[src/rtl/rtc_pkg.sv]
package rtc_pkg;
  localparam int BUS_W      = 16;
  localparam int ADDR_W     = 3;
  localparam int BYTE_W     = 8;
  localparam int TIME_BYTES = 3;
  localparam int TIME_W     = BYTE_W * TIME_BYTES;
  localparam int SEL_W      = $clog2(TIME_BYTES);

  typedef enum logic [ADDR_W-1:0] {
    ADDR_TIME_LO  = 3'd0,
    ADDR_TIME_MID = 3'd1,
    ADDR_TIME_HI  = 3'd2,
    ADDR_CLR_TIME = 3'd3,
    ADDR_KICK_WD  = 3'd4
  } rtcAddr_e;

  // Strobes from the bus decoder to the datapath
  typedef struct packed {
    logic             rdEn;
    logic [SEL_W-1:0] rdByte;
    logic             snapTake;
    logic             clrTime;
    logic             kickWd;
  } rtcStrobe_t;
endpackage

[src/rtl/rtc_ctrl.sv]
module rtc_ctrl
  import rtc_pkg::*;
(
  input  logic              busRd,
  input  logic              busWr,
  input  logic [ADDR_W-1:0] busAddr,
  input  logic              powerDown,
  output rtcStrobe_t        stb
);
  logic access;
  assign access = !powerDown;

  always_comb begin
    stb = '0;
    if (access && busRd) begin
      case (rtcAddr_e'(busAddr))
        ADDR_TIME_LO: begin
          stb.rdEn     = 1'b1;
          stb.rdByte   = SEL_W'(0);
          stb.snapTake = 1'b1;
        end
        ADDR_TIME_MID: begin
          stb.rdEn   = 1'b1;
          stb.rdByte = SEL_W'(1);
        end
        ADDR_TIME_HI: begin
          stb.rdEn   = 1'b1;
          stb.rdByte = SEL_W'(2);
        end
        default: ;
      endcase
    end
    if (access && busWr) begin
      case (rtcAddr_e'(busAddr))
        ADDR_CLR_TIME: stb.clrTime = 1'b1;
        ADDR_KICK_WD:  stb.kickWd  = 1'b1;
        default: ;
      endcase
    end
  end
endmodule

[src/rtl/rtc_datapath.sv]
module rtc_datapath
  import rtc_pkg::*;
#(
  parameter int PRESCALE  = 4,
  parameter int WD_CYCLES = 1000
) (
  input  logic                    clk,
  input  logic                    rstN,
  input  rtcStrobe_t              stb,
  output logic [BUS_W-1:0]        busRdata,
  output logic                    wdTimeout,
  output logic [TIME_W-1:0]       timeCount,
  output logic [TIME_W-1:BYTE_W]  snapBytes
);
  localparam int PRE_W = $clog2(PRESCALE > 1 ? PRESCALE : 2);
  localparam int WD_W  = $clog2(WD_CYCLES + 1);

  // Prescaler and time counter
  logic [PRE_W-1:0] preCnt;
  logic             tick;
  assign tick = (preCnt == PRE_W'(PRESCALE - 1));

  always_ff @(posedge clk or negedge rstN) begin
    if (!rstN) begin
      preCnt    <= '0;
      timeCount <= '0;
    end else if (stb.clrTime) begin
      preCnt    <= '0;
      timeCount <= '0;
    end else begin
      preCnt <= tick ? '0 : preCnt + 1'b1;
      if (tick) timeCount <= timeCount + 1'b1;
    end
  end

  // Snapshot of the upper bytes, taken on a low-byte read
  always_ff @(posedge clk or negedge rstN) begin
    if (!rstN)             snapBytes <= '0;
    else if (stb.snapTake) snapBytes <= timeCount[TIME_W-1:BYTE_W];
  end

  // Byte lanes: lane 0 is live, the others come from the snapshot
  logic [BYTE_W-1:0] lane [TIME_BYTES];
  for (genvar b = 0; b < TIME_BYTES; b++) begin : gLane
    if (b == 0) begin : gLive
      assign lane[b] = timeCount[BYTE_W-1:0];
    end else begin : gSnap
      assign lane[b] = snapBytes[b*BYTE_W +: BYTE_W];
    end
  end

  always_ff @(posedge clk or negedge rstN) begin
    if (!rstN)         busRdata <= '0;
    else if (stb.rdEn) busRdata <= {lane[stb.rdByte], {(BUS_W-BYTE_W){1'b0}}};
    else               busRdata <= '0;
  end

  // Watchdog
  logic [WD_W-1:0] wdCnt;
  logic            wdLast;
  assign wdLast = (wdCnt == WD_W'(WD_CYCLES - 1));

  always_ff @(posedge clk or negedge rstN) begin
    if (!rstN) begin
      wdCnt     <= '0;
      wdTimeout <= 1'b0;
    end else begin
      wdTimeout <= wdLast && !stb.kickWd;
      if (stb.kickWd || wdLast) wdCnt <= '0;
      else                      wdCnt <= wdCnt + 1'b1;
    end
  end
endmodule

[src/rtl/latched_rtc.sv]
module latched_rtc
  import rtc_pkg::*;
#(
  parameter int PRESCALE  = 4,
  parameter int WD_CYCLES = 1000
) (
  input  logic              clk,
  input  logic              rstN,
  input  logic [ADDR_W-1:0] busAddr,
  input  logic              busRd,
  input  logic              busWr,
  input  logic [BUS_W-1:0]  busWdata,
  input  logic              powerDown,
  output logic [BUS_W-1:0]  busRdata,
  output logic              wdTimeout
);
  rtcStrobe_t                stb;
  logic [TIME_W-1:0]         timeCount;
  logic [TIME_W-1:BYTE_W]    snapBytes;
  logic                      wdataUnused;

  // The strobe registers take no data
  assign wdataUnused = ^busWdata;

  rtc_ctrl ctrl_i (
    .busRd     (busRd),
    .busWr     (busWr),
    .busAddr   (busAddr),
    .powerDown (powerDown),
    .stb       (stb)
  );

  rtc_datapath #(
    .PRESCALE  (PRESCALE),
    .WD_CYCLES (WD_CYCLES)
  ) dp_i (
    .clk       (clk),
    .rstN      (rstN),
    .stb       (stb),
    .busRdata  (busRdata),
    .wdTimeout (wdTimeout),
    .timeCount (timeCount),
    .snapBytes (snapBytes)
  );
endmodule

[config.mk]
export PLATFORM = sky130hd
export DESIGN_NAME = latched_rtc
export DESIGN_NICKNAME = d
export VERILOG_FILES = /design/src/rtl/rtc_pkg.sv /design/src/rtl/rtc_ctrl.sv /design/src/rtl/rtc_datapath.sv /design/src/rtl/latched_rtc.sv
export SDC_FILE = /design/constraint.sdc
export NUM_CORES = 1
export LEC_CHECK = 0
export ABC_CLOCK_PERIOD_IN_PS = 4770
export BUFFER_PORTS_ARGS = -buffer_cell sky130_fd_sc_hd__buf_4
export CORE_MARGIN = 10
export CORE_UTILIZATION = 30
export DETAILED_ROUTE_END_ITERATION = 7
export PLACE_DENSITY = 0.54
export SYNTH_ARGS = -nofsm -noshare
export SYNTH_HDL_FRONTEND = slang
export SYNTH_SLANG_ARGS = --single-unit
[constraint.sdc]
create_clock -name clk -period 4.77 [get_ports clk]
set_clock_uncertainty 0.1 [all_clocks]
set_input_delay 0.2385 -clock clk [delete_from_list [all_inputs] [get_ports clk]]
set_output_delay 0.2385 -clock clk [all_outputs]
set_load 0.1 [all_outputs]
==> qor.json, run 1 <==
{
  "power": {
    "powerDensity_nw_per_um2": 474,
    "leakage_component_of_the_power_nw": 1.42,
    "peakVddDrop_uv": 132
  },
  "clock_network": {
    "cts.path.max_buffers": 2,
    "clk_transition_reported_paths_ps": 80,
    "tritoncts": "done",
    "clk-insertion-delay-late_ps": 340,
    "cts.root.buffer_cell": "sky130_fd_sc_hd__clkbuf_8",
    "cts.sinks": 61,
    "cts-htree-levels": 3,
    "cts-buffers-inserted": 9,
    "cts_repair_resize_count": 0
  },
  "timing": {
    "hold_viol": 0,
    "unrepaired_setup_endpoints_after_global_routing": "no",
    "worst_slack_ps": 2110,
    "slew_headroom_pct": 34.1,
    "layout_min_cycle_time_ps": 2660,
    "final.setup.tns_ps": 0,
    "fmax_ghz": 0.376,
    "worst_slew_pin_slew_ps": 988,
    "fin_crit_sh_pct": 55.8,
    "timing_max_transition_violations_final": 0,
    "setup_violators_final": 0
  },
  "placement": {
    "dp.final_hpwl_um": 4060,
    "dpl_cell_area_um2": 3060,
    "dpl_worst_slack_ps": 2140,
    "place.port_buffers": 16,
    "place_congestion": 0.789
  },
  "worst_setup_path": {
    "cp_cell_sequence": "ha_1 -> nand4_2 -> or4_1 -> or4_1 -> a21oi_1",
    "setup_crit_path_kind": "reg2reg",
    "worstSetupStartpointType": "flip-flop",
    "cpPeakStageDelay_ps": 780,
    "timing.critical_path.to_type": "flip-flop",
    "crit_required_ps": 4920,
    "crit_fanout": 11,
    "cp_num_buf_inv": 0,
    "crit_arrival_ps": 2810,
    "timing.critical_path.slowest_stage_cell": "sky130_fd_sc_hd__or4_1",
    "r2r_setup_slack_ps": 2110,
    "dominant_cell_type_by_count_on_the_critical_path": "sky130_fd_sc_hd__or4_1",
    "worst_path_dominant_cell_family": "simple AND/OR/NAND/NOR gates"
  },
  "finish": {
    "antenna_cells_inserted": 0,
    "fill_cells": 971,
    "sequential_cell_area_um2": 1530,
    "final_layout_size_suffix_gt1_share_pct": 16.3,
    "final_cell_area_um2": 3270,
    "areaGrowthSynthToFinish_pct": 13.6,
    "design.final.nets": 323,
    "most_common_cell_after_layout_fill_and_taps_aside": "sky130_fd_sc_hd__dfrtp_1",
    "final_core_utilization_pct": 35.2,
    "multi_input_area_um2": 1220,
    "final_cell_mix": "sky130_fd_sc_hd__dfrtp_1, sky130_fd_sc_hd__nor2_1, sky130_fd_sc_hd__nand2_1, sky130_fd_sc_hd__a21oi_1, sky130_fd_sc_hd__buf_4"
  },
  "synthesis": {
    "synth.avg_cell_area_um2": 10.2,
    "synth_flop_cell": "sky130_fd_sc_hd__dfrtp_1",
    "cell_count_after_synthesis": 282,
    "ys_types": 33,
    "yosys_warnings": 0,
    "number_of_synthesized_register_bits": 61,
    "proportion_of_synthesized_chip_area_in_sequential_cells_pct": 53.1,
    "synth-edff-count": 0,
    "post_synth_instance_area_um2": 2870,
    "asyncSetResetFlopFracSynth_pct": 100
  },
  "floorplanning": {
    "number_of_top_level_pins": 41,
    "start_util_pct": 31.0,
    "core_region_area_um2": 9280,
    "die_area_um2": 13900,
    "std_cell_rows": 35,
    "fp.dieW_um": 118,
    "die_h_um": 118
  },
  "detailed_routing": {
    "total_detailed_routing_wirelength_um": 5960,
    "detailroute.via_count": 1952,
    "ant_nets": 0,
    "dr.first_iter.drc_count": 154,
    "drc": 0,
    "post_drt_via_cell_ratio": 4.54,
    "post_drt_wl_per_cell_um": 13.9,
    "drt_first_pass_iters": 4
  },
  "job": {
    "max_cap_violations": 0
  },
  "outcome": {
    "status": "complete, no violations"
  },
  "global_route": {
    "antenna_found_initial": 0,
    "first_global_vias": 1940,
    "track_usage_pct": 8.87,
    "grt_first_pass_wirelength_um": 10200,
    "pin_count_of_the_biggest_net_entering_global_routing": 62,
    "grt_remaining_overflow": 0
  },
  "hold_path": {
    "hold_path.class": "in2reg"
  }
}
## Yosys cell counts (all sizes together) (8+ instances only)
library cell | number | area (um2)
nand3 | 8 | 40.0
xnor2 | 14 | 123
clkbuf | 9 | 33.8
o21ai | 10 | 50.1
mux2 | 13 | 146
mux2i | 10 | 100
buf | 12 | 92.6
dfrtp | 61 | 1530
nand2 | 18 | 67.6
a21oi | 17 | 85.1
nor2 | 46 | 173
nand4 | 9 | 62.6
## flip-flops by register name, summed over array words and instances (netlist names)
signal	cells
dp_i.busRdata	8
dp_i.preCnt	2
dp_i.snapBytes	16
dp_i.timeCount	24
dp_i.wdCnt	10
dp_i.wdTimeout	1
## layout make-up
cell class,count,area share (%)
inverters,6,0.690
repair buffers,17,3.98
well taps,129,4.94
flip-flops and latches,61,46.7
clock inverters,7,2.34
clock buffers,9,3.79
multi-input cells,201,37.5
## power breakdown
group	internal, mW	switching, mW	total (mW)
Clock	0.243	0.220	0.463
Sequential	0.645	0.129	0.774
Combinational	0.135	0.177	0.311
Total	1.02	0.525	1.55
## kinds of logic after synthesis
family / after synthesis / synth area share, %
compound gates: 30 / 5.49
flops: 61 / 53.1
buf+inv: 27 / 5.18
simple gates: 117 / 20.1
fa+ha+maj: 3 / 1.31
mux: 23 / 8.58
other cells: 1 / 0.130
xor+xnor: 20 / 6.09
## worst register-to-register path, cell delays in order (launching register included)
cell and delay, ps:
sky130_fd_sc_hd__dfrtp_1 350, sky130_fd_sc_hd__ha_1 330, sky130_fd_sc_hd__nand4_2 300, sky130_fd_sc_hd__or4_1 780
sky130_fd_sc_hd__or4_1 560, sky130_fd_sc_hd__a21oi_1 150
## per-layer routing
metal  global-route usage (%)  vias up  part of all wire [%]
li1                         -      973                     -
met5                        0        -                     0
met1                     12.5      939                    52
met4                     2.86        0                  0.86
met2                     12.3       35                    43
met3                     3.02        5                   4.1
## stage by stage
step | instances | power [mW] | hold WS, ps
6_report | 430 | 1.55 | 203
5_1_grt | 430 | 1.65 | 232
4_1_cts | 430 | 1.56 | 192
3_5_place_dp | 413 | 1.10 | 276
3_3_place_gp | 413 | 1.09 | 279
2_1_floorplan | 289 | 1.01 | -157
## worst paths after layout
kind	endpoint	startpoint	depth (start not counted)
max	dp_i.timeCount[21]	dp_i.preCnt[0]	5
min	dp_i.busRdata[12]	busAddr[0]	4
max reg2reg	dp_i.timeCount[21]	dp_i.preCnt[0]	5
min reg2reg	dp_i.preCnt[0]	dp_i.preCnt[0]	1
max in group asynchronous	dp_i.snapBytes[21]	rstN	2
min in group asynchronous	dp_i.snapBytes[20]	rstN	2
## repair_timing
| item | 4_1_cts | 5_1_grt |
|---|---|---|
| buffers inserted | 0 | 0 |
| hold endpoints to repair | 61 | 0 |
| hold buffers | 1 | 0 |
No activity file was read; power rests on OpenSTA's default activity.
==> run 2, diff against run 1 <==
--- a/config.mk
+++ b/config.mk
@@ -5,7 +5,7 @@
 export SDC_FILE = /design/constraint.sdc
 export NUM_CORES = 1
 export LEC_CHECK = 0
-export ABC_CLOCK_PERIOD_IN_PS = 4770
+export ABC_CLOCK_PERIOD_IN_PS = 2770
 export BUFFER_PORTS_ARGS = -buffer_cell sky130_fd_sc_hd__buf_4
 export CORE_MARGIN = 10
 export CORE_UTILIZATION = 30
==> constraint.sdc (replaced) <==
create_clock -name clk -period 2.77 [get_ports clk]
set_clock_uncertainty 0.1 [all_clocks]
set_input_delay 0.1385 -clock clk [delete_from_list [all_inputs] [get_ports clk]]
set_output_delay 0.1385 -clock clk [all_outputs]
set_load 0.1 [all_outputs]
==> qor.json, run 2 (synthesis gave the netlist of run 1 again) <==
{
  "floorplanning": {
    "start_util": {"value": 31.0, "unit": "%", "change": "unchanged"},
    "std_cell_rows": {"value": 35, "change": "unchanged"},
    "die_h": {"value": 118, "unit": "um", "change": "unchanged"},
    "fp.dieW": {"value": 118, "unit": "um", "change": "unchanged"},
    "die_area": {"value": 13900, "unit": "um2", "change": "unchanged"},
    "number_of_top_level_pins": {"value": 41, "change": "unchanged"},
    "core_region_area": {"value": 9280, "unit": "um2", "change": "unchanged"}
  },
  "timing": {
    "timing_max_transition_violations_final": {"value": 0, "change": "unchanged"},
    "layout_min_cycle_time": {"value": 2420, "unit": "ps", "change": "-243 ps"},
    "setup_violators_final": {"value": 0, "change": "unchanged"},
    "fin_crit_sh": {"value": 87.3, "unit": "%", "change": "+31 points"},
    "slew_headroom": {"value": 49.2, "unit": "%", "change": "+15 points"},
    "worst_slew_pin_slew": {"value": 762, "unit": "ps", "change": "-226 ps"},
    "fmax": {"value": 0.414, "unit": "GHz", "change": "+10%"},
    "unrepaired_setup_endpoints_after_global_routing": "no",
    "final.setup.tns": {"value": 0, "unit": "ps", "change": "unchanged"},
    "worst_slack": {"value": 353, "unit": "ps", "change": "-1760 ps"},
    "hold_viol": {"value": 0, "change": "unchanged"}
  },
  "placement": {
    "place.port_buffers": {"value": 16, "change": "unchanged"},
    "dp.final_hpwl": {"value": 4050, "unit": "um", "change": "-0.44%"},
    "dpl_worst_slack": {"value": 372, "unit": "ps", "change": "-1770 ps"},
    "dpl_cell_area": {"value": 3080, "unit": "um2", "change": "+0.74%"},
    "place_congestion": {"value": 0.773, "change": "-2.0%"}
  },
  "finish": {
    "reg_top3": "dp_i.timeCount (24), dp_i.snapBytes (16), dp_i.wdCnt (10)",
    "most_common_cell_after_layout_fill_and_taps_aside": "sky130_fd_sc_hd__dfrtp_1",
    "design.final.nets": {"value": 326, "change": "+0.93%"},
    "final_cell_area": {"value": 3310, "unit": "um2", "change": "+1.4%"},
    "antenna_cells_inserted": {"value": 0, "change": "unchanged"},
    "final_layout_size_suffix_gt1_share": {"value": 16.8, "unit": "%", "change": "+0.50 points"},
    "largest_register_ff_count": {"value": 24, "change": "unchanged"},
    "largest_register": "dp_i.timeCount",
    "final_cell_mix": "sky130_fd_sc_hd__dfrtp_1, sky130_fd_sc_hd__nor2_1, sky130_fd_sc_hd__buf_4, sky130_fd_sc_hd__nand2_1, sky130_fd_sc_hd__a21oi_1",
    "areaGrowthSynthToFinish_pct": 15.2
  },
  "clock_network": {
    "tritoncts": "done",
    "cts.sinks": {"value": 61, "change": "unchanged"},
    "cts-htree-levels": {"value": 3, "change": "unchanged"},
    "cts.root.buffer_cell": "sky130_fd_sc_hd__clkbuf_8",
    "cts.path.max_buffers": {"value": 2, "change": "unchanged"},
    "clk-insertion-delay-late": {"value": 340, "unit": "ps", "change": "about the same"},
    "cts-buffers-inserted": {"value": 9, "change": "unchanged"},
    "clk_transition_reported_paths": {"value": 80, "unit": "ps", "change": "about the same"},
    "cts_post_setup_buffers_inserted": {"value": 0, "change": "unchanged"}
  },
  "power": {
    "totalPowerFinal": {"value": 2.77, "unit": "mW", "change": "+79%"},
    "peakVddDrop": {"value": 275, "unit": "uV", "change": "+110%"},
    "powerDensity": {"value": 837, "unit": "nW/um2", "change": "+77%"},
    "leakage_component_of_the_power": {"value": 1.45, "unit": "nW", "change": "+2.3%"}
  },
  "worst_setup_path": {
    "crit_required": {"value": 2930, "unit": "ps", "change": "-1990 ps"},
    "crit_arrival": {"value": 2570, "unit": "ps", "change": "-240 ps"},
    "crit_fanout": {"value": 9, "change": "-2"},
    "worstSetupStartpointType": "flip-flop",
    "timing.reg2reg.worst_path_depth": {"value": 5, "change": "unchanged"},
    "setup_crit_path_kind": "reg2reg",
    "timing.critical_path.to_type": "flip-flop"
  },
  "hold_path": {
    "hold_path.class": "in2reg",
    "whs_path_depth": {"value": 4, "change": "unchanged"}
  },
  "detailed_routing": {
    "post_drt_wl_per_cell": {"value": 13.7, "unit": "um", "change": "-1.4%"},
    "dr.first_iter.drc_count": {"value": 133, "change": "-14%"},
    "total_detailed_routing_wirelength": {"value": 5920, "unit": "um", "change": "-0.67%"},
    "ant_nets": {"value": 0, "change": "unchanged"},
    "post_drt_via_cell_ratio": {"value": 4.61, "change": "+1.6%"},
    "drc": {"value": 0, "change": "unchanged"},
    "drt_first_pass_iters": {"value": 4, "change": "unchanged"},
    "detailroute.via_count": {"value": 1997, "change": "+2.3%"}
  },
  "global_route": {
    "pin_count_of_the_biggest_net_entering_global_routing": {"value": 62, "change": "unchanged"},
    "grt_first_pass_wirelength": {"value": 10200, "unit": "um", "change": "+0.40%"},
    "grt_remaining_overflow": {"value": 0, "change": "unchanged"},
    "antenna_found_initial": {"value": 0, "change": "unchanged"},
    "track_usage": {"value": 9.05, "unit": "%", "change": "+0.18 points"},
    "first_global_vias": {"value": 1995, "change": "+2.8%"}
  },
  "outcome": {
    "status": "complete, no violations"
  },
  "job": {
    "max_cap_violations": {"value": 0, "change": "unchanged"}
  }
}
## run 2: cell count changes in the layout (fill, tap and decap cells not counted)
cell	change
sky130_fd_sc_hd__clkbuf_1	+1
sky130_fd_sc_hd__clkinvlp_4	-2
sky130_fd_sc_hd__clkinv_4	-2
sky130_fd_sc_hd__buf_4	+3
sky130_fd_sc_hd__inv_6	+1
sky130_fd_sc_hd__bufinv_16	+1
sky130_fd_sc_hd__clkbuf_8	+1
## run 2: path summary, 6_finish.rpt
path	start	endpoint	slack (ps)
worst max-delay path	dp_i.preCnt[0]	dp_i.timeCount[21]	350
worst min-delay path	busAddr[0]	dp_i.busRdata[9]	90
worst max register to register	dp_i.preCnt[0]	dp_i.timeCount[21]	350
worst min register to register	dp_i.preCnt[0]	dp_i.preCnt[0]	340
max in group asynchronous	rstN	dp_i.timeCount[16]	1740
min in group asynchronous	rstN	dp_i.busRdata[9]	320
## run 2: power by group
part           internal [mW]  leakage, nW  switching (mW)
Combinational          0.233        0.545           0.314
Clock                  0.535        0.114           0.361
Sequential              1.11        0.794           0.216
Total                   1.88         1.45           0.891
## run 2: timing repair
| item | CTS | global route |
|---|---|---|
| hold buffers | 1 | 0 |
| resized for setup | 0 | 0 |
| endpoints found under the hold margin | 61 | 0 |
## run 2: per-layer routing
layer,vias to the layer above,track usage (%),share of wire (%)
met5,-,0,0
met1,975,12.5,53
met2,30,12.4,43
met3,4,3.26,3.8
met4,0,3.55,0.71
li1,988,-,-
## run 2: worst max-delay path: stages (launching register included)
cell	delay [ps]
sky130_fd_sc_hd__dfrtp_1	350
sky130_fd_sc_hd__ha_1	320
sky130_fd_sc_hd__nand4_2	170
sky130_fd_sc_hd__or4_1	710
sky130_fd_sc_hd__or4_1	550
sky130_fd_sc_hd__a21oi_1	150
## run 2: layout make-up
type                       count  area (um2)
tap                          129         161
timing repair buffer          20         153
clock buffer                  11         141
fill                         967        5970
inverter                       6        22.5
multi-input combinational    201        1220
clock inverter                 5        82.6
sequential                    61        1530
## run 2: metrics by stage
step                hold WS (ps)  cells  utilization (%)
finish                      89.6    433             35.7
detailed placement           176    416             33.2
global placement             169    416             33.2
floorplan                   -257    289                -
CTS                         72.7    433             35.7
global route                 110    433             35.7
